==> src/rtl/ahb_mon_pkg.sv <==
package ahb_mon_pkg;

  localparam int TRANS_W = 2;
  localparam int RESP_W  = 2;
  localparam int ST_W    = 3;

  typedef enum logic [TRANS_W-1:0] {
    TR_IDLE   = 2'b00,
    TR_BUSY   = 2'b01,
    TR_NONSEQ = 2'b10,
    TR_SEQ    = 2'b11
  } trans_e;

  localparam logic [RESP_W-1:0] RESP_OKAY = '0;

  typedef enum logic [ST_W-1:0] {
    MS_ORIGIN = 3'd0,
    MS_QUIET  = 3'd1,
    MS_DATA   = 3'd2,
    MS_STALL  = 3'd3,
    MS_VIO    = 3'd4,
    MS_DC     = 3'd5
  } mon_st_e;

  // destination class picked by a freshly presented request
  typedef enum logic [1:0] {
    NX_ORIGIN = 2'd0,
    NX_QUIET  = 2'd1,
    NX_DATA   = 2'd2
  } nx_kind_e;

  function automatic mon_st_e kind_to_state(input nx_kind_e k);
    case (k)
      NX_QUIET: kind_to_state = MS_QUIET;
      NX_DATA:  kind_to_state = MS_DATA;
      default:  kind_to_state = MS_ORIGIN;
    endcase
  endfunction

endpackage

==> src/rtl/ahb_mon_decode.sv <==
module ahb_mon_decode
  import ahb_mon_pkg::*;
(
  input  logic               sel,
  input  logic               bus_ready,
  input  logic [TRANS_W-1:0] trans,
  input  logic               slv_ready,
  input  logic [RESP_W-1:0]  slv_resp,
  output logic               start,
  output logic               first_seq,
  output logic               done_ok,
  output logic               stall_ok,
  output logic               resp_bad,
  output nx_kind_e           nx_kind
);

  logic idle_like;

  always_comb begin
    idle_like = (trans == TR_IDLE) || (trans == TR_BUSY);
    start     = sel && bus_ready;
    first_seq = start && (trans == TR_SEQ);
    resp_bad  = (slv_resp != RESP_OKAY);
    done_ok   = slv_ready && !resp_bad;
    stall_ok  = !slv_ready && !resp_bad;
    if (!sel)           nx_kind = NX_ORIGIN;
    else if (idle_like) nx_kind = NX_QUIET;
    else                nx_kind = NX_DATA;
  end

endmodule

==> src/rtl/ahb_mon_fsm.sv <==
module ahb_mon_fsm
  import ahb_mon_pkg::*;
(
  input  logic     clk,
  input  logic     rst_n,
  input  logic     start,
  input  logic     first_seq,
  input  logic     done_ok,
  input  logic     stall_ok,
  input  logic     resp_bad,
  input  nx_kind_e nx_kind,
  output mon_st_e  st_q,
  output mon_st_e  st_d
);

  logic    dc_hit;
  logic    vio_hit;
  logic    adv;
  mon_st_e go;

  // next-state process
  always_comb begin
    dc_hit  = 1'b0;
    vio_hit = 1'b0;
    go      = st_q;
    case (st_q)
      MS_ORIGIN: begin
        if (start) begin
          if (first_seq) dc_hit = 1'b1;
          else           go     = kind_to_state(nx_kind);
        end
      end
      MS_QUIET: begin
        if (!done_ok) vio_hit = 1'b1;
        else          go      = kind_to_state(nx_kind);
      end
      MS_DATA, MS_STALL: begin
        if (resp_bad)      vio_hit = 1'b1;
        else if (stall_ok) go      = MS_STALL;
        else               go      = kind_to_state(nx_kind);
      end
      MS_VIO, MS_DC: go = st_q;
      default:       vio_hit = 1'b1;
    endcase
    // an illegal stimulus makes the slave's answer irrelevant
    if (dc_hit)       st_d = MS_DC;
    else if (vio_hit) st_d = MS_VIO;
    else              st_d = go;
    adv = (st_d != st_q);
  end

  // register process
  always_ff @(posedge clk or negedge rst_n) begin
    if (!rst_n)   st_q <= MS_ORIGIN;
    else if (adv) st_q <= st_d;
  end

  a_r2_origin_hold: assert property (@(posedge clk) disable iff (!rst_n)
    (st_q == MS_ORIGIN && !start) |=> (st_q == MS_ORIGIN));

  a_r4_seq_first: assert property (@(posedge clk) disable iff (!rst_n)
    (st_q == MS_ORIGIN && first_seq) |=> (st_q == MS_DC));

  a_r5_quiet_bad: assert property (@(posedge clk) disable iff (!rst_n)
    (st_q == MS_QUIET && !done_ok) |=> (st_q == MS_VIO));

  a_r7_stall: assert property (@(posedge clk) disable iff (!rst_n)
    ((st_q == MS_DATA || st_q == MS_STALL) && stall_ok) |=> (st_q == MS_STALL));

  a_r8_bad_resp: assert property (@(posedge clk) disable iff (!rst_n)
    ((st_q == MS_DATA || st_q == MS_STALL) && resp_bad) |=> (st_q == MS_VIO));

  a_r9_absorb: assert property (@(posedge clk) disable iff (!rst_n)
    (st_q == MS_VIO || st_q == MS_DC) |=> $stable(st_q));

endmodule

==> src/rtl/ahb_mon_verdict.sv <==
module ahb_mon_verdict
  import ahb_mon_pkg::*;
(
  input  logic    clk,
  input  logic    rst_n,
  input  mon_st_e st_d,
  input  mon_st_e st_q,
  output logic    vio_q,
  output logic    dc_q
);

  logic set_vio;
  logic set_dc;

  always_comb begin
    set_dc  = (st_d == MS_DC)  && !vio_q && !dc_q;
    set_vio = (st_d == MS_VIO) && !vio_q && !dc_q;
  end

  always_ff @(posedge clk or negedge rst_n) begin
    if (!rst_n) begin
      vio_q <= 1'b0;
      dc_q  <= 1'b0;
    end else begin
      if (set_vio) vio_q <= 1'b1;
      if (set_dc)  dc_q  <= 1'b1;
    end
  end

  a_r9_vio_sticky: assert property (@(posedge clk) disable iff (!rst_n)
    vio_q |=> vio_q);

  a_r9_dc_sticky: assert property (@(posedge clk) disable iff (!rst_n)
    dc_q |=> dc_q);

  a_r10_vio_state: assert property (@(posedge clk) disable iff (!rst_n)
    vio_q == (st_q == MS_VIO));

  a_r10_dc_state: assert property (@(posedge clk) disable iff (!rst_n)
    dc_q == (st_q == MS_DC));

endmodule

==> src/rtl/ahb_rsp_monitor.sv <==
module ahb_rsp_monitor
  import ahb_mon_pkg::*;
(
  input  logic               clk,
  input  logic               rst_n,
  input  logic               sel_i,
  input  logic               bus_ready_i,
  input  logic [TRANS_W-1:0] trans_i,
  input  logic               slv_ready_i,
  input  logic [RESP_W-1:0]  slv_resp_i,
  output logic               vio_o,
  output logic               dc_o,
  output logic [ST_W-1:0]    state_o
);

  logic     start;
  logic     first_seq;
  logic     done_ok;
  logic     stall_ok;
  logic     resp_bad;
  nx_kind_e nx_kind;
  mon_st_e  st_q;
  mon_st_e  st_d;

  ahb_mon_decode u_decode (
    .sel       (sel_i),
    .bus_ready (bus_ready_i),
    .trans     (trans_i),
    .slv_ready (slv_ready_i),
    .slv_resp  (slv_resp_i),
    .start     (start),
    .first_seq (first_seq),
    .done_ok   (done_ok),
    .stall_ok  (stall_ok),
    .resp_bad  (resp_bad),
    .nx_kind   (nx_kind)
  );

  ahb_mon_fsm u_fsm (
    .clk       (clk),
    .rst_n     (rst_n),
    .start     (start),
    .first_seq (first_seq),
    .done_ok   (done_ok),
    .stall_ok  (stall_ok),
    .resp_bad  (resp_bad),
    .nx_kind   (nx_kind),
    .st_q      (st_q),
    .st_d      (st_d)
  );

  ahb_mon_verdict u_verdict (
    .clk   (clk),
    .rst_n (rst_n),
    .st_d  (st_d),
    .st_q  (st_q),
    .vio_q (vio_o),
    .dc_q  (dc_o)
  );

  assign state_o = st_q;

  a_r10_flags_excl: assert property (@(posedge clk) disable iff (!rst_n)
    $countones({vio_o, dc_o}) <= 1);

endmodule

==> config.mk <==
export PLATFORM = sky130hd
export DESIGN_NAME = ahb_rsp_monitor
export DESIGN_NICKNAME = d
export VERILOG_FILES = /design/src/rtl/ahb_mon_pkg.sv /design/src/rtl/ahb_mon_decode.sv /design/src/rtl/ahb_mon_fsm.sv /design/src/rtl/ahb_mon_verdict.sv /design/src/rtl/ahb_rsp_monitor.sv
export SDC_FILE = /design/constraint.sdc
export NUM_CORES = 1
export LEC_CHECK = 0
export BUFFER_PORTS_ARGS = -buffer_cell sky130_fd_sc_hd__buf_2
export CAP_MARGIN = 5
export CORE_AREA = 2 2 39 41
export DETAILED_ROUTE_END_ITERATION = 8
export DIE_AREA = 0 0 41 43
export REMOVE_ABC_BUFFERS = 1
export SYNTH_ARGS = -nofsm -noshare
export SYNTH_HDL_FRONTEND = slang
export SYNTH_SLANG_ARGS = --single-unit
export TNS_END_PERCENT = 5
==> constraint.sdc <==
create_clock -name clk -period 2.4 [get_ports clk]
set_input_delay 0.12 -clock clk [delete_from_list [all_inputs] [get_ports clk]]
set_output_delay 0.12 -clock clk [all_outputs]
set_load 0.01 [all_outputs]
; Word level (Yosys, flattened, before mapping)
; Index checks and enable logic that the tools add are counted.
[word_totals]
regBits = 5
out_inout_bits = 5
[classes]
n_eq_ne = 12
mux = 17
reduce_logical = 18
[op_table]
columns = op, count
row1 = 2-to-1 mux 3 bit, 6
row2 = "== test 3 bit, second input constant", 4
row3 = one-hot mux 3 bit (3 select lines), 1
row4 = logical AND 1 bit, 8
row5 = "== test 3 x 2 -> 1 bit, second input constant", 2
row6 = 2-to-1 mux 2 bit, 3
row7 = 2-to-1 mux 1 bit, 5
row8 = "== test 2 x 1 -> 1 bit, second input constant", 2
row9 = "== test 2 bit, second input constant", 2
row10 = zero test 1 bit, 4
row11 = one-hot mux 2 bit (2 select lines), 1
row12 = "== test 3 x 1 -> 1 bit, second input constant", 1
row13 = zero test 3 bit, 1
row14 = != test 3 bit, 1
row15 = one-hot mux 1 bit (3 select lines), 1
row16 = OR reduction 3 bit, 1
row17 = zero test 2 bit, 1
row18 = nonzero test 2 bit, 1
row19 = OR reduction 2 bit, 1
row20 = logical OR 1 bit, 1

; Depth between registers and ports, before layout
; Gate-level depths: netlist of the first run.
[logic_depth]
ltp_word = 14
mapped_depth = 5

; By module
; A second synthesis of the first run with hierarchy kept.
[unflattened]
cells_unflattened = 38
hier_area_um2 = 376.6
[by_module_without_submodules]
columns = module, instances, cells_per_inst, area_each_um2
row1 = ahb_mon_fsm, 1, 24, 241.5
row2 = ahb_mon_verdict, 1, 7, 88.8
row3 = ahb_mon_decode, 1, 7, 46.3

; Worst setup path before layout of the first run
; Ideal clock, no wire load.
[synth_path]
path_kind = flip-flop to flip-flop
from = register u_fsm.st_q[2]
to = register u_verdict.vio_q
setup_time_ns = 0.120
arrival_ns = 1.270
required_ns = 2.280
slack_ns = 1.011
stages_incl_launch_ff = 6
path_buffers = 1
period_less_slack_ns = 1.389
cell_sequence = dfrtp_1 buf_1 and2b_2 a211oi_2 o2bb2ai_1 a31o_1
[synth_via]
elab_chain_cells = 8
elab_cells_between_ends = 20
cone_classes = 6 x eq/ne / 9 x mux / 5 x reduce/logical
[synth_rtl]
columns = element, line_no
row1 = start: declaration, ahb_mon_fsm.sv:12  ; output mon_st_e st_q,
row2 = start signal: assignment, ahb_mon_fsm.sv:55  ; else if (adv) st_q <= st_d;
row3 = "== test 3 bit, or another cell as far along", ahb_mon_fsm.sv:26  ; case (st_q)
row4 = "OR reduction 3 bit (no line), or another cell as far along", -
row5 = one-hot mux 1 bit (3 select lines) or one-hot mux 3 bit (3 select lines) (tied branches), ahb_mon_fsm.sv:26
row6 = 2-to-1 mux 3 bit, ahb_mon_fsm.sv:47  ; else if (vio_hit) st_d = MS_VIO;
row7 = 2-to-1 mux 3 bit (*), ahb_mon_fsm.sv:46  ; if (dc_hit) st_d = MS_DC;
row8 = == test 3 bit (*), ahb_mon_verdict.sv:17  ; set_vio = (st_d == MS_VIO) && !vio_q && !dc_q;
row9 = logical AND 1 bit (*) (2 in series), ahb_mon_verdict.sv:17
row10 = end signal: assignment, ahb_mon_verdict.sv:22  ; vio_q <= 1'b0;
row11 = end signal: assignment, ahb_mon_verdict.sv:25  ; if (set_vio) vio_q <= 1'b1;
row12 = end: declaration, ahb_mon_verdict.sv:8  ; output logic vio_q,
; Every way passes the cells marked *; elsewhere a longest branch is shown, timed or not.
; A chain may end at the register's enable or synchronous reset.

; Final worst setup path of the first run
; Ends and elaborated chain as after synthesis.

==> flow_summary.yaml, run 1 <==
layout:
  fin_nets: 61
  syn_to_final_growth_pct: 36.86
  drive_above_1_share: 0.3725
  final_cell_mix: "buf_2 (13), dfrtp_1 (5), nor3b_1 (3), clkbuf_4 (3)"
  multi_input_area_um2: 182.7
  final_common_cell: "buf_2"
  fillers: 155
  register_area_um2: 125.1
  n_antenna_cell: 0
  finalNonFillerCells: 67
route:
  wl_per_cell_um: 11.10
  drcViolationCount: 0
  via_per_inst: 4.791
  initialDrtViolationCount: 9
  ant_nets: 0
  vias: 321
  routed_wirelength_um: 744
  firstDrtPassIters: 2
critical_path:
  ff2ff_path_depth: 4
  max_stage_delay_ns: 0.48
  r2r_start: "u_fsm.st_q[2]"
  cp_data_required_time_ns: 2.53
  cp_cell_sequence: "and2b_2 > a211oi_2 > o2bb2ai_1 > a31o_1"
  r2r_slack_ns: 1.01
  startpoint: "u_fsm.st_q[2]"
  critPathCaptureType: "register"
  critPathKind: "register to register"
  critPathArrivalTime_ns: 1.52
  cp-start-kind: "register"
  crit_path_top_delay_cell: "dfrtp_1"
  cp_max_fo: 10
  r2r_end: "u_verdict.vio_q"
  crit_buf_inv: 0
  cp_top_family: "compound AO/OA/AOI/OAI gates"
status:
  status: "complete, no violations"
global_route:
  grt-ovfl-total: 0
  antenna_found_initial: 0
  grt_pass1_wl_um: 993
  grt_usage: 0.08797
  first_global_vias: 238
  grt_max_degree: 11
clocking:
  cts_resized: 0
  cts.htree.levels: 1
  cts_tree: "built"
  root_buffer: "clkbuf_4"
  post_cts_buffers: 0
  clk_latency_ns: 0.24
  clkTransAtPathRegs_ns: 0.04
  clk_path_buf_depth: 2
  numCtsBuffers: 3
  clock-sinks: 5
floorplan:
  rows: 14
  die_w_um: 41
  core-area_um2: 1384
  ios: 14
  dieArea_um2: 1763
  start_util: 0.2306
  die_y_um: 43
sta:
  maxSlewViolCount: 0
  max_slew_margin: 0.7995
  rsz0062_at_grt: "no"
  period_needed_ns: 1.387
  hold_viol: 0
  tns_ns: 0
  tightest_slew_ns: 0.3008
  fin_skew_ns: 0.005632
  setup_viol: 0
  fin_crit_sh: 0.5781
  max_freq_mhz: 720.8
placement:
  gp_congestion: 0.7283
  port-buffer-count: 13
  place_hpwl_um: 556.6
  dpl.cell_count: 62
run:
  maxCapViolCount: 0
yosys:
  syn_avg_cell_area_um2: 9.384
  synthCells: 34
  ys_types: 23
  ys_ff_latch: 5
  ys_warn_count: 0
  ys_seq_area_frac: 0.3922
  synth_area_um2: 319.1
pwr:
  p_leak_nw: 0.1741
  power_density_nw_per_um2: 466.0
  ir_drop_v: 0.0004077
worst_hold_path:
  whs_endpoint: "u_fsm.st_q[1]"
  min-delay-start: "trans_i[0]"
  min_path_cells: 3
  min-delay-path-class: "input pin to register"
-- logic make-up (layout without fill, tap and decap cells) --
logic type | after synthesis | in the layout | synth area share
flip-flops | 5 | 5 | 0.3922
AO/OA/AOI/OAI | 12 | 12 | 0.2941
buffers and inverters | 3 | 20 | 0.03529
AND/OR/NAND/NOR | 14 | 14 | 0.2785
-- layout make-up --
cell class / count / share of cell area
Clock buffer: 4 / 0.06017
Sequential cell: 5 / 0.2865
Tap cell: 16 / 0.04585
Timing Repair Buffer: 14 / 0.1719
Multi-Input combinational cell: 26 / 0.4183
Inverter: 2 / 0.01719
-- how the worst max path moves through the flow --
stage                                  to  cells after the start
final                     u_verdict.vio_q                      4
after global routing      u_verdict.vio_q                      4
after global placement    u_verdict.vio_q                      4
after CTS                 u_verdict.vio_q                      4
after detailed placement  u_verdict.vio_q                      4
after floorplan           u_verdict.vio_q                      4
-- power breakdown --
group	internal, W	total, W	switching [W]
clock network	0.0000628	0.0000956	0.0000329
logic	0.0000111	0.0000219	0.0000108
registers	0.0000851	0.0000859	0.000000860
total	0.000159	0.000203	0.0000446
-- cells in the mapped netlist --
library cell | instances | area, um^2
a211oi_2 | 1 | 12.51
a21oi_1 | 1 | 5.000
a22oi_1 | 2 | 15.01
a2bb2oi_1 | 1 | 8.760
a31o_1 | 1 | 8.760
a31oi_1 | 1 | 6.260
and2b_2 | 1 | 8.760
buf_1 | 1 | 3.750
dfrtp_1 | 5 | 125.1
inv_1 | 2 | 7.510
nand2_1 | 1 | 3.750
nand4_1 | 1 | 6.260
nor2_1 | 2 | 7.510
nor2b_1 | 2 | 12.51
nor3b_1 | 3 | 22.52
nor4_1 | 1 | 6.260
o21bai_1 | 1 | 7.510
o22ai_1 | 2 | 12.51
o2bb2ai_1 | 1 | 8.760
o41ai_1 | 1 | 8.760
or2_1 | 1 | 6.260
or2_2 | 1 | 6.260
or3b_1 | 1 | 8.760
-- through the flow --
stage	utilization	hold WS [ns]	cell area [um^2]	setup slack [ns]	total power, W
finish	0.3156	0.2086	436.7	1.013	0.0002035
CTS	0.3156	0.2007	436.7	1.018	0.0002072
global placement	0.2893	-0.06171	400.4	1.031	0.0001079
floorplan	-	-0.1756	315.3	1.097	0.00009570
detailed placement	0.2893	-0.06107	400.4	1.023	0.0001078
global route	0.3156	0.2143	436.7	0.9378	0.0002120
-- routing by layer --
layer,global-route usage,wire length (um),vias to the layer above,part of all wire
li1,-,-,164,-
met4,0.02000,0,0,0
met1,0.1118,372,146,0.50
met3,0.08377,88,0,0.12
met2,0.1063,283,11,0.38
met5,0,0,-,0
-- registers in the layout, summed over array words and instances (netlist names) --
register / cells
u_fsm.st_q: 3
u_verdict.dc_q: 1
u_verdict.vio_q: 1
-- repair_timing --
item | in CTS | in global routing
endpoints found under the setup margin | 0 | 0
hold buffers | 1 | 0
hold endpoints to repair | 5 | 0
-- worst min-delay path, delay by kind of cell --
family | cells | cell delay (ns)
AO/OA/AOI/OAI | 1 | 0.05
buffers and inverters | 1 | 0.09
AND/OR/NAND/NOR | 1 | 0.13
(Power assumes the default switching activity.)
==> run 2, diff against run 1 <==
- ABC_AREA: default -> 1
- clock period: 2.4 -> 1.3 ns (I/O delays scaled with it)
==> flow_summary.yaml, run 2 <==
status:
  status: "complete, no violations"
sta:
  tightest_slew_ns: 0.2356
  max_freq_mhz: 849.1
  fin_skew_ns: 0.002773
  setup_viol: 0
  rsz0062_at_grt: "no"
  hold_viol: 0
  max_slew_margin: 0.8429
  period_needed_ns: 1.178
  fin_crit_sh: 0.9059
  maxSlewViolCount: 0
  timing.hold.ws_ns: 0.1308
  tns_ns: 0
pwr:
  power_density_nw_per_um2: 789.6
  p_leak_nw: 0.2477
  ir_drop_v: 0.0003837
clocking:
  cts_tree: "built"
  cts.htree.levels: 1
  clkTransAtPathRegs_ns: 0.04
  cts_resized: 0
  clk_latency_ns: 0.24
  root_buffer: "clkbuf_4"
  clock-sinks: 5
  numCtsBuffers: 3
  clk_path_buf_depth: 2
layout:
  top_regs: "u_fsm.st_q: 3 flops, u_verdict.dc_q: 1 flops, u_verdict.vio_q: 1 flops"
  fillers: 159
  syn_to_final_growth_pct: 35.15
  multi_input_area_um2: 193.9
  drive_above_1_share: 0.3571
  post-route-cell-area_um2: 466.7
  n_antenna_cell: 0
  top_register: "u_fsm.st_q"
  final_common_cell: "nand2_1"
  fin_nets: 80
  register_area_um2: 125.1
  largest_reg_flops: 3
  final_cell_mix: "nand2_1 (18), buf_2 (13), nor2_1 (7)"
global_route:
  first_global_vias: 344
  grt-ovfl-total: 0
  grt_usage: 0.1040
  grt_pass1_wl_um: 1221
  grt_max_degree: 7
  antenna_found_initial: 0
critical_path:
  crit_buf_inv: 1
  cp_max_fo: 5
  critPathCaptureType: "register"
  cp_cell_sequence: "inv_2 > nand2_1 > nor2_1 > nand2_1 > nand2_2 > nor2_4 > nand2_1 > nand2_2 > nand2_1 > nand2_1"
  cp_data_required_time_ns: 1.43
  r2r_slack_ns: 0.12
  critPathArrivalTime_ns: 1.31
  crit_path_top_delay_cell: "dfrtp_1"
  path_common_cell: "nand2_1"
  cp_top_family: "simple AND/OR/NAND/NOR gates"
  max_stage_delay_ns: 0.43
  cp-start-kind: "register"
  critPathKind: "register to register"
worst_hold_path:
  min-delay-path-class: "input pin to register"
floorplan:
  die_w_um: 41
  rows: 14
  start_util: 0.2495
  ios: 14
  die_y_um: 43
  dieArea_um2: 1763
  core-area_um2: 1384
yosys:
  syn_avg_cell_area_um2: 6.641
  synth_top_area_share: 0.3623
  ys_types: 12
  synth_area_um2: 345.3
  yosysTopAreaCell: "dfrtp_1"
  synth_common_cells: "nand2_1 (18), nor2_1 (7), dfrtp_1 (5), inv_1 (5), nand3_1 (4)"
  ys_ff_latch: 5
  yosys.cell_count.top_type: "nand2_1"
  synth_flop_cell: "dfrtp_1"
  ys_warn_count: 0
  synthCells: 52
  synth_area_leaders: "dfrtp_1 (36%), nand2_1 (20%), nor2_1 (7.6%), nor2_4 (6.5%), nand3_1 (5.8%)"
  ys_seq_area_frac: 0.3623
  synth_edf_count: 0
  ys_async_sr_fraction: 1.000
placement:
  placed_area_um2: 430.4
  place_hpwl_um: 596.8
  port-buffer-count: 13
  gp_congestion: 0.7385
route:
  wl_per_cell_um: 8.872
  via_per_inst: 4.233
  firstDrtPassIters: 4
  vias: 364
  routed_wirelength_um: 763
  ant_nets: 0
  drcViolationCount: 0
  initialDrtViolationCount: 8
run:
  maxCapViolCount: 0
[run 2: cells by family (layout without fill, tap and decap cells)]
logic type	Yosys count	in the layout	share of synthesized area
AO/OA/AOI/OAI	4	4	0.07610
buffers and inverters	7	25	0.07610
flip-flops	5	5	0.3623
AND/OR/NAND/NOR	36	36	0.4855
[run 2: stage by stage]
stage	power [W]	worst slack [ns]	utilization	std cells
2_1_floorplan	0.0001699	0.1814	-	52
3_3_place_gp	0.0001921	0.1433	0.3110	81
3_5_place_dp	0.0001924	0.1425	0.3110	81
4_1_cts	0.0003752	0.1347	0.3373	86
5_1_grt	0.0003926	0.009287	0.3373	86
6_report	0.0003685	0.1223	0.3373	86
[run 2: routing by layer]
metal / GRT usage / wire length, um / vias up
met5: 0 / 0 / -
met4: 0.1000 / 20 / 0
met3: 0.01571 / 38 / 2
met2: 0.1375 / 342 / 9
met1: 0.1344 / 362 / 156
li1: - / - / 197
[run 2: worst paths after layout]
path | start | cells after the start | end
max | u_fsm.st_q[1] | 10 | u_verdict.dc_q
min reg2reg | u_verdict.dc_q | 1 | u_verdict.vio_q
min in group asynchronous | rst_n | 2 | u_fsm.st_q[2]
min | bus_ready_i | 3 | u_fsm.st_q[1]
max reg2reg | u_fsm.st_q[1] | 10 | u_verdict.dc_q
max in group asynchronous | rst_n | 2 | u_fsm.st_q[1]
[run 2: power by group]
part	switching [W]	total (W)	internal, W
Sequential	0	0.000156	0.000156
Combinational	0.0000194	0.0000360	0.0000167
Clock	0.0000603	0.000176	0.000116
[run 2: final cells by class]
type,instances,area share
clock buffer,4,0.05630
timing repair buffer,14,0.1609
tap,16,0.04290
multi-input combinational,40,0.4155
sequential,5,0.2681
inverter,7,0.05630
[run 2: tightest hold or removal path, stage by stage]
cell      delay [ns]
buf_2           0.10
a221oi_1        0.07
nor2_1          0.09
[run 2: what timing repair did]
item                                   CTS  global route
endpoints found under the hold margin    5             0
buffers inserted                         0             0
setup endpoints to repair                0             0
hold buffers                             1             0
==> run 3, diff against run 2 <==
- PLACE_DENSITY: default -> 0.45
==> flow_summary.yaml, run 3 (same netlist as run 2, synthesis figures left out) <==
clocking:
  clk_path_buf_depth: 2
  post_cts_buffers: 0
  numCtsBuffers: 3
  root_buffer: "clkbuf_4"
  cts_tree: "built"
  cts_resized: 0
  clkTransAtPathRegs_ns: 0.04
  cts.htree.levels: 1
  clk_latency_ns: 0.24
  clock-sinks: 5
route:
  via_per_inst: 4.148
  initialDrtViolationCount: 2
  wl_per_cell_um: 9.489
  vias: 365
  routed_wirelength_um: 835
  ant_nets: 0
  firstDrtPassIters: 3
  drcViolationCount: 0
critical_path:
  r2r_slack_ns: 0.15
  r2r_start: "u_fsm.st_q[0]"
  critPathKind: "register to register"
  ff2ff_path_depth: 9
  critPathCaptureType: "register"
  cp-start-kind: "register"
  critPathArrivalTime_ns: 1.33
  startpoint: "u_fsm.st_q[0]"
  cp_data_required_time_ns: 1.47
  cp_max_fo: 3
  r2r_end: "u_verdict.dc_q"
global_route:
  grt_max_degree: 7
  grt_usage: 0.1191
  grt-ovfl-total: 0
  grt_pass1_wl_um: 1442
  first_global_vias: 357
  antenna_found_initial: 0
status:
  status: "complete, no violations"
worst_hold_path:
  min-delay-path-class: "input pin to register"
  whs_endpoint: "u_fsm.st_q[1]"
  min-delay-start: "bus_ready_i"
  min_path_cells: 3
layout:
  final_cell_mix: "nand2_1 (18), buf_2 (13), nor2_1 (7)"
  top_register: "u_fsm.st_q"
  final_common_cell: "nand2_1"
  n_antenna_cell: 0
  fin_nets: 82
  drive_above_1_share: 0.3750
  largest_reg_flops: 3
  fillers: 163
  top_regs: "u_fsm.st_q: 3 flops, u_verdict.dc_q: 1 flops, u_verdict.vio_q: 1 flops"
  syn_to_final_growth_pct: 39.49
floorplan:
  core-area_um2: 1384
  ios: 14
  rows: 14
  start_util: 0.2495
  die_y_um: 43
  die_w_um: 41
  dieArea_um2: 1763
sta:
  rsz0062_at_grt: "no"
  tns_ns: 0
  postLayoutSetupSlackWorst_ns: 0.1459
  maxSlewViolCount: 0
  max_freq_mhz: 866.5
  fin_skew_ns: 0.004265
  timing.hold.ws_ns: 0.1508
  setup_viol: 0
  period_needed_ns: 1.154
  max_slew_margin: 0.8420
  hold_viol: 0
  fin_crit_sh: 0.8877
  tightest_slew_ns: 0.2370
pwr:
  ir_drop_v: 0.0004418
  power_density_nw_per_um2: 766.2
  p_leak_nw: 0.2573
placement:
  gp_congestion: 0.6869
  port-buffer-count: 13
  place_hpwl_um: 677.1
  pre_cts_ws_ns: 0.1631
run:
  maxCapViolCount: 0
run 3: cell count changes in the layout (fill, tap and decap cells not counted):
| cell | before | now |
|---|---|---|
| buf_4 | 0 | 2 |
run 3: repair_timing:
| action | in CTS | in global routing |
|---|---|---|
| endpoints found under the hold margin | 5 | 0 |
| hold buffers | 1 | 0 |
| setup endpoints to repair | 0 | 0 |
run 3: per-stage QoR:
stage | instances | util | power (W) | cell area, um^2
finish | 88 | 0.3481 | 0.0003691 | 481.7
global route | 88 | 0.3481 | 0.0003953 | 481.7
CTS | 88 | 0.3481 | 0.0003799 | 481.7
detailed placement | 83 | 0.3219 | 0.0001929 | 445.4
global placement | 83 | 0.3219 | 0.0001932 | 445.4
floorplan | 52 | - | 0.0001699 | 345.3
run 3: layout make-up:
| class | count | area, um^2 | area share |
|---|---|---|---|
| well taps | 16 | 20.02 | 0.04156 |
| flip-flops and latches | 5 | 125.1 | 0.2597 |
| multi-input cells | 40 | 193.9 | 0.4026 |
| repair buffers | 16 | 90.09 | 0.1870 |
| inverters | 7 | 26.28 | 0.05455 |
| clock buffers | 4 | 26.28 | 0.05455 |
run 3: worst max-delay path, cell delays in order (launching register included):
cell	delay (ns)
dfrtp_1	0.39
inv_1	0.08
nand2_1	0.11
nor2_2	0.13
nand2_2	0.06
nand2_1	0.07
nor2_2	0.04
nor2_1	0.09
nand2_1	0.06
nand2_1	0.05
run 3: per-layer routing:
metal | up-vias | part of all wire | track usage
li1 | 202 | - | -
met1 | 153 | 0.50 | 0.1503
met2 | 10 | 0.44 | 0.1781
met3 | 0 | 0.059 | 0.04712
met4 | 0 | 0 | 0.04000
met5 | - | 0 | 0
run 3: worst max path at each step:
stage,to,cells past startpoint
floorplan,u_verdict.dc_q,10
global placement,u_verdict.dc_q,9
detailed placement,u_verdict.dc_q,9
CTS,u_verdict.dc_q,9
global route,u_verdict.dc_q,9
finish,u_verdict.dc_q,9
run 3: power breakdown:
group / internal [W] / switching [W]
clock: 0.000116 / 0.0000607
sequential: 0.000156 / 0
combinational: 0.0000167 / 0.0000197
total: 0.000289 / 0.0000803
